[src/rtl/nfcd_pkg.sv]
package nfcd_pkg;

  typedef enum logic [1:0] {
    RD_ARRAY = 2'd0,
    RD_IDENT = 2'd1,
    RD_QUERY = 2'd2
  } rd_mode_e;

  typedef enum logic [2:0] {
    SQ_IDLE = 3'd0,
    SQ_UNL1 = 3'd1,
    SQ_UNL2 = 3'd2,
    SQ_PROG = 3'd3,
    SQ_ERA1 = 3'd4,
    SQ_ERA2 = 3'd5,
    SQ_ERA3 = 3'd6
  } seq_e;

  localparam logic [7:0] OP_KEY_A     = 8'hAA;
  localparam logic [7:0] OP_KEY_B     = 8'h55;
  localparam logic [7:0] OP_IDENT     = 8'h90;
  localparam logic [7:0] OP_QUERY     = 8'h98;
  localparam logic [7:0] OP_RESET     = 8'hF0;
  localparam logic [7:0] OP_PROG      = 8'hA0;
  localparam logic [7:0] OP_ERASE_PRE = 8'h80;
  localparam logic [7:0] OP_ERASE_ALL = 8'h10;
  localparam logic [7:0] OP_ERASE_SEC = 8'h30;
  localparam logic [7:0] OP_BYPASS_IN = 8'h20;
  localparam logic [7:0] OP_BYPASS_EX = 8'h00;
  localparam logic [7:0] OP_SUSPEND   = 8'hB0;
  localparam logic [7:0] OP_RESUME    = 8'h30;

  typedef struct packed {
    logic ident;
    logic query;
    logic qexit;
    logic to_array;
    logic prog;
    logic erase_all;
    logic erase_sec;
    logic suspend;
    logic resume;
  } seq_ev_t;

endpackage

[src/rtl/nfcd_key_match.sv]
module nfcd_key_match #(
  parameter int KEY_W = 11,
  parameter int KEY   = 'h555
) (
  input  logic [KEY_W-1:0] low_addr,
  output logic             hit
);
  localparam logic [KEY_W-1:0] KeyVal = KEY_W'(KEY);
  assign hit = (low_addr == KeyVal);
endmodule

[src/rtl/nfcd_sequencer.sv]
module nfcd_sequencer
  import nfcd_pkg::*;
(
  input  logic     clk,
  input  logic     rst_n,
  input  logic     wr_en,
  input  logic [7:0] cmd,
  input  logic     hit_a,
  input  logic     hit_b,
  input  logic     hit_q,
  input  logic     busy,
  input  rd_mode_e mode,
  output logic     byp_q,
  output seq_ev_t  ev
);
  seq_e seq_q, seq_d;
  logic byp_d;

  always_comb begin
    seq_d = seq_q;
    byp_d = byp_q;
    ev    = '0;
    if (wr_en) begin
      if (busy) begin
        if (cmd == OP_SUSPEND)     ev.suspend = 1'b1;
        else if (cmd == OP_RESUME) ev.resume  = 1'b1;
      end else if (mode == RD_QUERY) begin
        if (cmd == OP_RESET) ev.qexit = 1'b1;
      end else if (mode == RD_IDENT) begin
        if (cmd == OP_QUERY && hit_q) ev.query    = 1'b1;
        else                          ev.to_array = 1'b1;
      end else begin
        case (seq_q)
          SQ_IDLE: begin
            if (byp_q) begin
              if (cmd == OP_PROG)           seq_d = SQ_PROG;
              else if (cmd == OP_BYPASS_EX) byp_d = 1'b0;
            end else if (cmd == OP_KEY_A && hit_a) begin
              seq_d = SQ_UNL1;
            end else if (cmd == OP_QUERY && hit_q) begin
              ev.query = 1'b1;
            end
          end
          SQ_UNL1: seq_d = (cmd == OP_KEY_B && hit_b) ? SQ_UNL2 : SQ_IDLE;
          SQ_UNL2: begin
            seq_d = SQ_IDLE;
            if (hit_a) begin
              case (cmd)
                OP_IDENT:     ev.ident = 1'b1;
                OP_PROG:      seq_d = SQ_PROG;
                OP_ERASE_PRE: seq_d = SQ_ERA1;
                OP_BYPASS_IN: byp_d = 1'b1;
                default:      seq_d = SQ_IDLE;
              endcase
            end
          end
          SQ_PROG: begin
            ev.prog = 1'b1;
            seq_d   = SQ_IDLE;
          end
          SQ_ERA1: seq_d = (cmd == OP_KEY_A && hit_a) ? SQ_ERA2 : SQ_IDLE;
          SQ_ERA2: seq_d = (cmd == OP_KEY_B && hit_b) ? SQ_ERA3 : SQ_IDLE;
          SQ_ERA3: begin
            seq_d = SQ_IDLE;
            if (cmd == OP_ERASE_ALL && hit_a) ev.erase_all = 1'b1;
            else if (cmd == OP_ERASE_SEC)     ev.erase_sec = 1'b1;
          end
          default: seq_d = SQ_IDLE;
        endcase
      end
    end
  end

  always_ff @(posedge clk or negedge rst_n) begin
    if (!rst_n) begin
      seq_q <= SQ_IDLE;
      byp_q <= 1'b0;
    end else begin
      seq_q <= seq_d;
      byp_q <= byp_d;
    end
  end
endmodule

[src/rtl/nfcd_mode_reg.sv]
module nfcd_mode_reg
  import nfcd_pkg::*;
(
  input  logic     clk,
  input  logic     rst_n,
  input  seq_ev_t  ev,
  output rd_mode_e mode_q
);
  rd_mode_e mode_d, ret_q, ret_d;

  always_comb begin
    mode_d = mode_q;
    ret_d  = ret_q;
    if (ev.ident) begin
      mode_d = RD_IDENT;
    end else if (ev.query) begin
      ret_d  = mode_q;
      mode_d = RD_QUERY;
    end else if (ev.qexit) begin
      mode_d = ret_q;
    end else if (ev.to_array) begin
      mode_d = RD_ARRAY;
    end
  end

  always_ff @(posedge clk or negedge rst_n) begin
    if (!rst_n) begin
      mode_q <= RD_ARRAY;
      ret_q  <= RD_ARRAY;
    end else begin
      mode_q <= mode_d;
      ret_q  <= ret_d;
    end
  end
endmodule

[src/rtl/nfcd_req_reg.sv]
module nfcd_req_reg
  import nfcd_pkg::*;
#(
  parameter int ADDR_W = 22,
  parameter int DATA_W = 16
) (
  input  logic              clk,
  input  logic              rst_n,
  input  seq_ev_t           ev,
  input  logic [ADDR_W-1:0] wr_addr,
  input  logic [DATA_W-1:0] wr_data,
  output logic              prog_req,
  output logic [ADDR_W-1:0] prog_addr,
  output logic [DATA_W-1:0] prog_data,
  output logic              erase_req,
  output logic              erase_all,
  output logic [ADDR_W-1:0] erase_addr,
  output logic              suspend_req,
  output logic              resume_req
);
  logic prog_ld, erase_ld;

  assign prog_ld  = ev.prog;
  assign erase_ld = ev.erase_all | ev.erase_sec;

  always_ff @(posedge clk or negedge rst_n) begin
    if (!rst_n) begin
      prog_req    <= 1'b0;
      erase_req   <= 1'b0;
      suspend_req <= 1'b0;
      resume_req  <= 1'b0;
    end else begin
      prog_req    <= prog_ld;
      erase_req   <= erase_ld;
      suspend_req <= ev.suspend;
      resume_req  <= ev.resume;
    end
  end

  always_ff @(posedge clk or negedge rst_n) begin
    if (!rst_n) begin
      prog_addr <= '0;
      prog_data <= '0;
    end else if (prog_ld) begin
      prog_addr <= wr_addr;
      prog_data <= wr_data;
    end
  end

  always_ff @(posedge clk or negedge rst_n) begin
    if (!rst_n) begin
      erase_all  <= 1'b0;
      erase_addr <= '0;
    end else if (erase_ld) begin
      erase_all  <= ev.erase_all;
      erase_addr <= wr_addr;
    end
  end
endmodule

[src/rtl/nor_cmd_decoder.sv]
module nor_cmd_decoder
  import nfcd_pkg::*;
#(
  parameter int          ADDR_W  = 22,
  parameter int          KEY_W   = 11,
  parameter int          ADDR_KA = 'h555,
  parameter int          ADDR_KB = 'h2AA,
  parameter int          ADDR_QY = 'h55,
  parameter logic [15:0] MFR_ID  = 16'h00BF,
  parameter logic [15:0] DEV_ID  = 16'h236D
) (
  input  logic              clk,
  input  logic              rst_n,
  input  logic              wr_en,
  input  logic [ADDR_W-1:0] wr_addr,
  input  logic [15:0]       wr_data,
  input  logic              engine_busy,
  input  logic              id_index,
  output logic [1:0]        read_sel,
  output logic              bypass_on,
  output logic [15:0]       id_word,
  output logic              prog_req,
  output logic [ADDR_W-1:0] prog_addr,
  output logic [15:0]       prog_data,
  output logic              erase_req,
  output logic              erase_all,
  output logic [ADDR_W-1:0] erase_addr,
  output logic              suspend_req,
  output logic              resume_req
);
  localparam int NumKeys = 3;
  localparam int KeyTab [NumKeys] = '{ADDR_KA, ADDR_KB, ADDR_QY};

  logic [1:0]         rst_sync;
  logic               rst_in_n;
  logic [NumKeys-1:0] key_hit;
  rd_mode_e           mode;
  seq_ev_t            ev;

  always_ff @(posedge clk or negedge rst_n) begin
    if (!rst_n) rst_sync <= 2'b00;
    else        rst_sync <= {rst_sync[0], 1'b1};
  end
  assign rst_in_n = rst_sync[1];

  for (genvar g = 0; g < NumKeys; g++) begin : g_key
    nfcd_key_match #(.KEY_W(KEY_W), .KEY(KeyTab[g])) u_match (
      .low_addr (wr_addr[KEY_W-1:0]),
      .hit      (key_hit[g])
    );
  end

  nfcd_sequencer u_seq (
    .clk   (clk),
    .rst_n (rst_in_n),
    .wr_en (wr_en),
    .cmd   (wr_data[7:0]),
    .hit_a (key_hit[0]),
    .hit_b (key_hit[1]),
    .hit_q (key_hit[2]),
    .busy  (engine_busy),
    .mode  (mode),
    .byp_q (bypass_on),
    .ev    (ev)
  );

  nfcd_mode_reg u_mode (
    .clk    (clk),
    .rst_n  (rst_in_n),
    .ev     (ev),
    .mode_q (mode)
  );

  nfcd_req_reg #(.ADDR_W(ADDR_W), .DATA_W(16)) u_req (
    .clk         (clk),
    .rst_n       (rst_in_n),
    .ev          (ev),
    .wr_addr     (wr_addr),
    .wr_data     (wr_data),
    .prog_req    (prog_req),
    .prog_addr   (prog_addr),
    .prog_data   (prog_data),
    .erase_req   (erase_req),
    .erase_all   (erase_all),
    .erase_addr  (erase_addr),
    .suspend_req (suspend_req),
    .resume_req  (resume_req)
  );

  assign read_sel = mode;
  assign id_word  = id_index ? DEV_ID : MFR_ID;
endmodule

[config.mk]
export PLATFORM = sky130hd
export DESIGN_NAME = nor_cmd_decoder
export DESIGN_NICKNAME = d
export VERILOG_FILES = /design/src/rtl/nfcd_pkg.sv /design/src/rtl/nfcd_key_match.sv /design/src/rtl/nfcd_sequencer.sv /design/src/rtl/nfcd_mode_reg.sv /design/src/rtl/nfcd_req_reg.sv /design/src/rtl/nor_cmd_decoder.sv
export SDC_FILE = /design/constraint.sdc
export NUM_CORES = 1
export LEC_CHECK = 0
export BUFFER_PORTS_ARGS = -buffer_cell sky130_fd_sc_hd__buf_4
export CAP_MARGIN = 5
export CORE_MARGIN = 2
export CORE_UTILIZATION = 38
export DETAILED_ROUTE_END_ITERATION = 6
export GPL_ROUTABILITY_DRIVEN = 0
export PLACE_DENSITY = 0.6
export SLEW_MARGIN = 10
export SYNTH_ARGS = -nofsm -noshare
export SYNTH_HDL_FRONTEND = slang
export SYNTH_SLANG_ARGS = --single-unit
[constraint.sdc]
create_clock -name clk -period 3.6 [get_ports clk]
set_clock_uncertainty 0.2 [all_clocks]
set_input_delay 0.72 -clock clk [delete_from_list [all_inputs] [get_ports clk]]
set_output_delay 0.72 -clock clk [all_outputs]
set_load 0.02 [all_outputs]
==> impl_results.md <==
* Post-DP HPWL at ~5.7 mm
* Total global routing overflow at 0
* Sequential area share after synthesis at a little over half
* Total GRT Usage at 17.2%
* Clk_lat worst skew at about 0.36 ns
* Status: completed
* Dpl cell area at about 4300 sq um
* Buf/Inv on CP at 1
* Final worst slack at 0.736 ns
* Max Slew Vio Count at 0
* Remaining routing DRC violations at 0
* CP top delay family: simple AND/OR/NAND/NOR gates
* Synth Area per Inst at around 14 sq um
* Slowest stage delay, CP at 0.57 ns
* Final design utilization at about half
* Post-CTS Setup Inserts at 0
* Placed Cells at 465
* Fmax at between 300 and 400 MHz
* Most frequent cells in the layout: buf_4 (119), dfrtp_1 (74), mux2_2 (32)
* Worst IR Drop VDD at 0.249 mV
* Hold WC Path Type: flip-flop to flip-flop
* RSZ-0062 raised after global routing: false
* RR Endpoint: u_req.prog_data[13]
* Post-CTS resize count at 0
* Worst-margin pin slew at approximately 0.9 ns
* Sequential standard cell area at ~1900 sq um
* Register bit total from synthesis at 75
* Synth top area share at between 50% and 60%
* Post-synth ARST share at 100%
* Die area at about 9900 sq um
* Top_reg_cell synth: dfrtp_1
* Diodes inserted at 0
* Crit. path cell count at 6
* Final hold slack at 0.154 ns
* Clock Power Share at 33.2%
* Setup crit end: u_req.erase_addr[21]
* PwrDens at 492 nW/um^2
* Gate power share at a little over a fifth
* Internal power at about 1.6 mW
* Wire per inst at ~17 um
* Clock Sinks at between 70 and 80
* DP Worst Slack at around 0.35 ns
* Tot Pwr at 2.24 mW
* Detailed-route via count at roughly 2,400
* Startpoint class of the critical path: input port
* Post-synthesis cell type count at 53
* Final Cycle Share at 79.5%
* Static leakage at about 2.4 nW
* Most common cell after layout, fill and taps aside: buf_4
* Port bufs at about 120
* Number of synthesized flops with an enable pin at 0
* Hold Crit Depth at 0
* Chip width at around 100 um
* Ys Warns at 0
* Relative slew slack at slightly below 40%
* Post-Syn Area at about 3500 sq um
* Pin count of the biggest net entering global routing at 74
* Clock transition at path regs at ~0.080 ns
* CP max stage cell: or4_4
* Max FO, Critical Path at 22
* Synth top area cells: dfrtp_1 (54%), mux2_2 (10%), mux2_4 (8.6%)
* CTS buffer count at 9
* Core ar. at 8810 sq um
* Kind of critical path: input port to flip-flop
* Cell accounting for the most synthesized area: dfrtp_1
* Die Span Y at roughly 100 um
* Final wirelength at between 7 and 8 mm
* Number of placement rows at 34
* CTS H-Tree Depth at 3
* Post-synthesis cell count at 257
* CTS Hold Bufs at 1
* CP endpoint kind: flip-flop
* Area growth from synthesis to layout at 31.0%
* Antenna violations before repair at 0
* CP Cell Sequence: buf_4 > or4_4 > or3_4 > nor3_4 > and2b_4 > mux2_2
* TritonCTS clock tree: yes
* Switching share of power at between 20 and 30%
* Minimum clock period at approximately 2.9 ns
* FILL cells at between 700 and 800
* R2R depth at 7
* Initial core utilization at between 30% and 40%
* Clk buf depth at 2
* Fin nets at about 410
* Share of layout cells above drive strength 1 at 52.9%
* Net switching power at approximately 0.66 mW
* First-pass GRT wire length at 13.1 mm
* Drt initial violations at 120
* RR Startpoint: u_mode.mode_q[0]
* Post-route cell area at 4560 sq um
* Vias in the first global route at 2,437
* Final setup viols at 0
* Drt via density at about 5.1
* IO Count at ~130
* DRT antenna net count at 0
* Area of the multi-input gates at around 1400 sq um
* Root buf cell: clkbuf_8
* Max Cap Violations at 0
* Setup slack, reg-to-reg at 1.07 ns
* Post-Layout Cell Count at just under 500
* Pre-antenna DRT Iters at 4
* CP Data Required Time at between 3 and 4 ns
* Worst setup startpoint: wr_data[0]
* Endpoints failing hold at 0
* Sequential power share at 45.2%
* Arr. time, crit path at 2.91 ns
* Setup tns final at 0 ns
-- Yosys cell counts, drive strengths merged, types with 3 or more instances --
library cell	number
nor3	8
or4bb	3
nor2	7
buf	21
o31ai	3
nand4	4
inv	7
nor4	5
nand3	6
clkbuf	6
nand2	8
dfrtp	75
a21oi	3
o21ai	4
mux2	60
-- per-layer routing --
layer	vias to the layer above	routed length [um]	global-route usage [%]
li1	1121	-	-
met1	1204	3480	22.5
met2	106	3770	26.4
met3	13	598	6.82
met4	0	140	5.27
met5	-	0	0
-- cell type report --
| type | count | area share (%) |
|---|---|---|
| Clock buffer | 10 | 3.02 |
| Clock inverter | 6 | 1.95 |
| Inverter | 7 | 0.576 |
| Multi-Input combinational cell | 156 | 30.4 |
| Sequential cell | 75 | 41.2 |
| Tap cell | 108 | 2.96 |
| Timing Repair Buffer | 120 | 19.8 |
-- registers in the layout, summed over array words and instances, names as in the netlist --
register,flops
u_req.erase_addr,22
u_req.prog_addr,22
u_req.prog_data,16
u_seq.seq_q,3
rst_sync,2
u_mode.mode_q,2
u_mode.ret_q,2
u_req.erase_all,1
u_req.erase_req,1
u_req.prog_req,1
u_req.resume_req,1
u_req.suspend_req,1
u_seq.byp_q,1
-- cell families after synthesis --
family | Yosys count | share of synthesized area, %
flip-flops | 75 | 53.9
adder cells (fa/ha/maj) | 2 | 0.719
multiplexers | 60 | 21.6
AO/OA/AOI/OAI | 23 | 4.64
buffers and inverters | 34 | 7.05
other | 2 | 0.216
AND/OR/NAND/NOR | 61 | 11.9
-- worst min path at each step --
stage,from,to,slack (ns)
finish,rst_sync[0],rst_sync[1],0.15
global route,rst_sync[0],rst_sync[1],0.19
CTS,rst_sync[0],rst_sync[1],0.16
detailed placement,rst_sync[0],rst_sync[1],0.14
global placement,rst_sync[0],rst_sync[1],0.13
floorplan,rst_sync[0],rst_sync[1],0.13
-- worst register-to-register path, cell delays in order, from the launching register on --
cell     delay, ns
dfrtp_1       0.44
inv_1         0.07
ha_1          0.24
nor2_1        0.11
nand3_1       0.18
or3b_2        0.49
buf_4         0.31
mux2_1        0.38
-- power by group through the flow --
stage | Clock [mW] | Combinational [mW] | Sequential (mW)
finish | 0.743 | 0.485 | 1.01
global route | 0.802 | 0.516 | 1.03
CTS | 0.767 | 0.490 | 1.02
detailed placement | 0 | 0.489 | 1.03
global placement | 0 | 0.485 | 1.03
floorplan | 0 | 0.197 | 1.12
No activity file was read; power rests on OpenSTA's default activity.
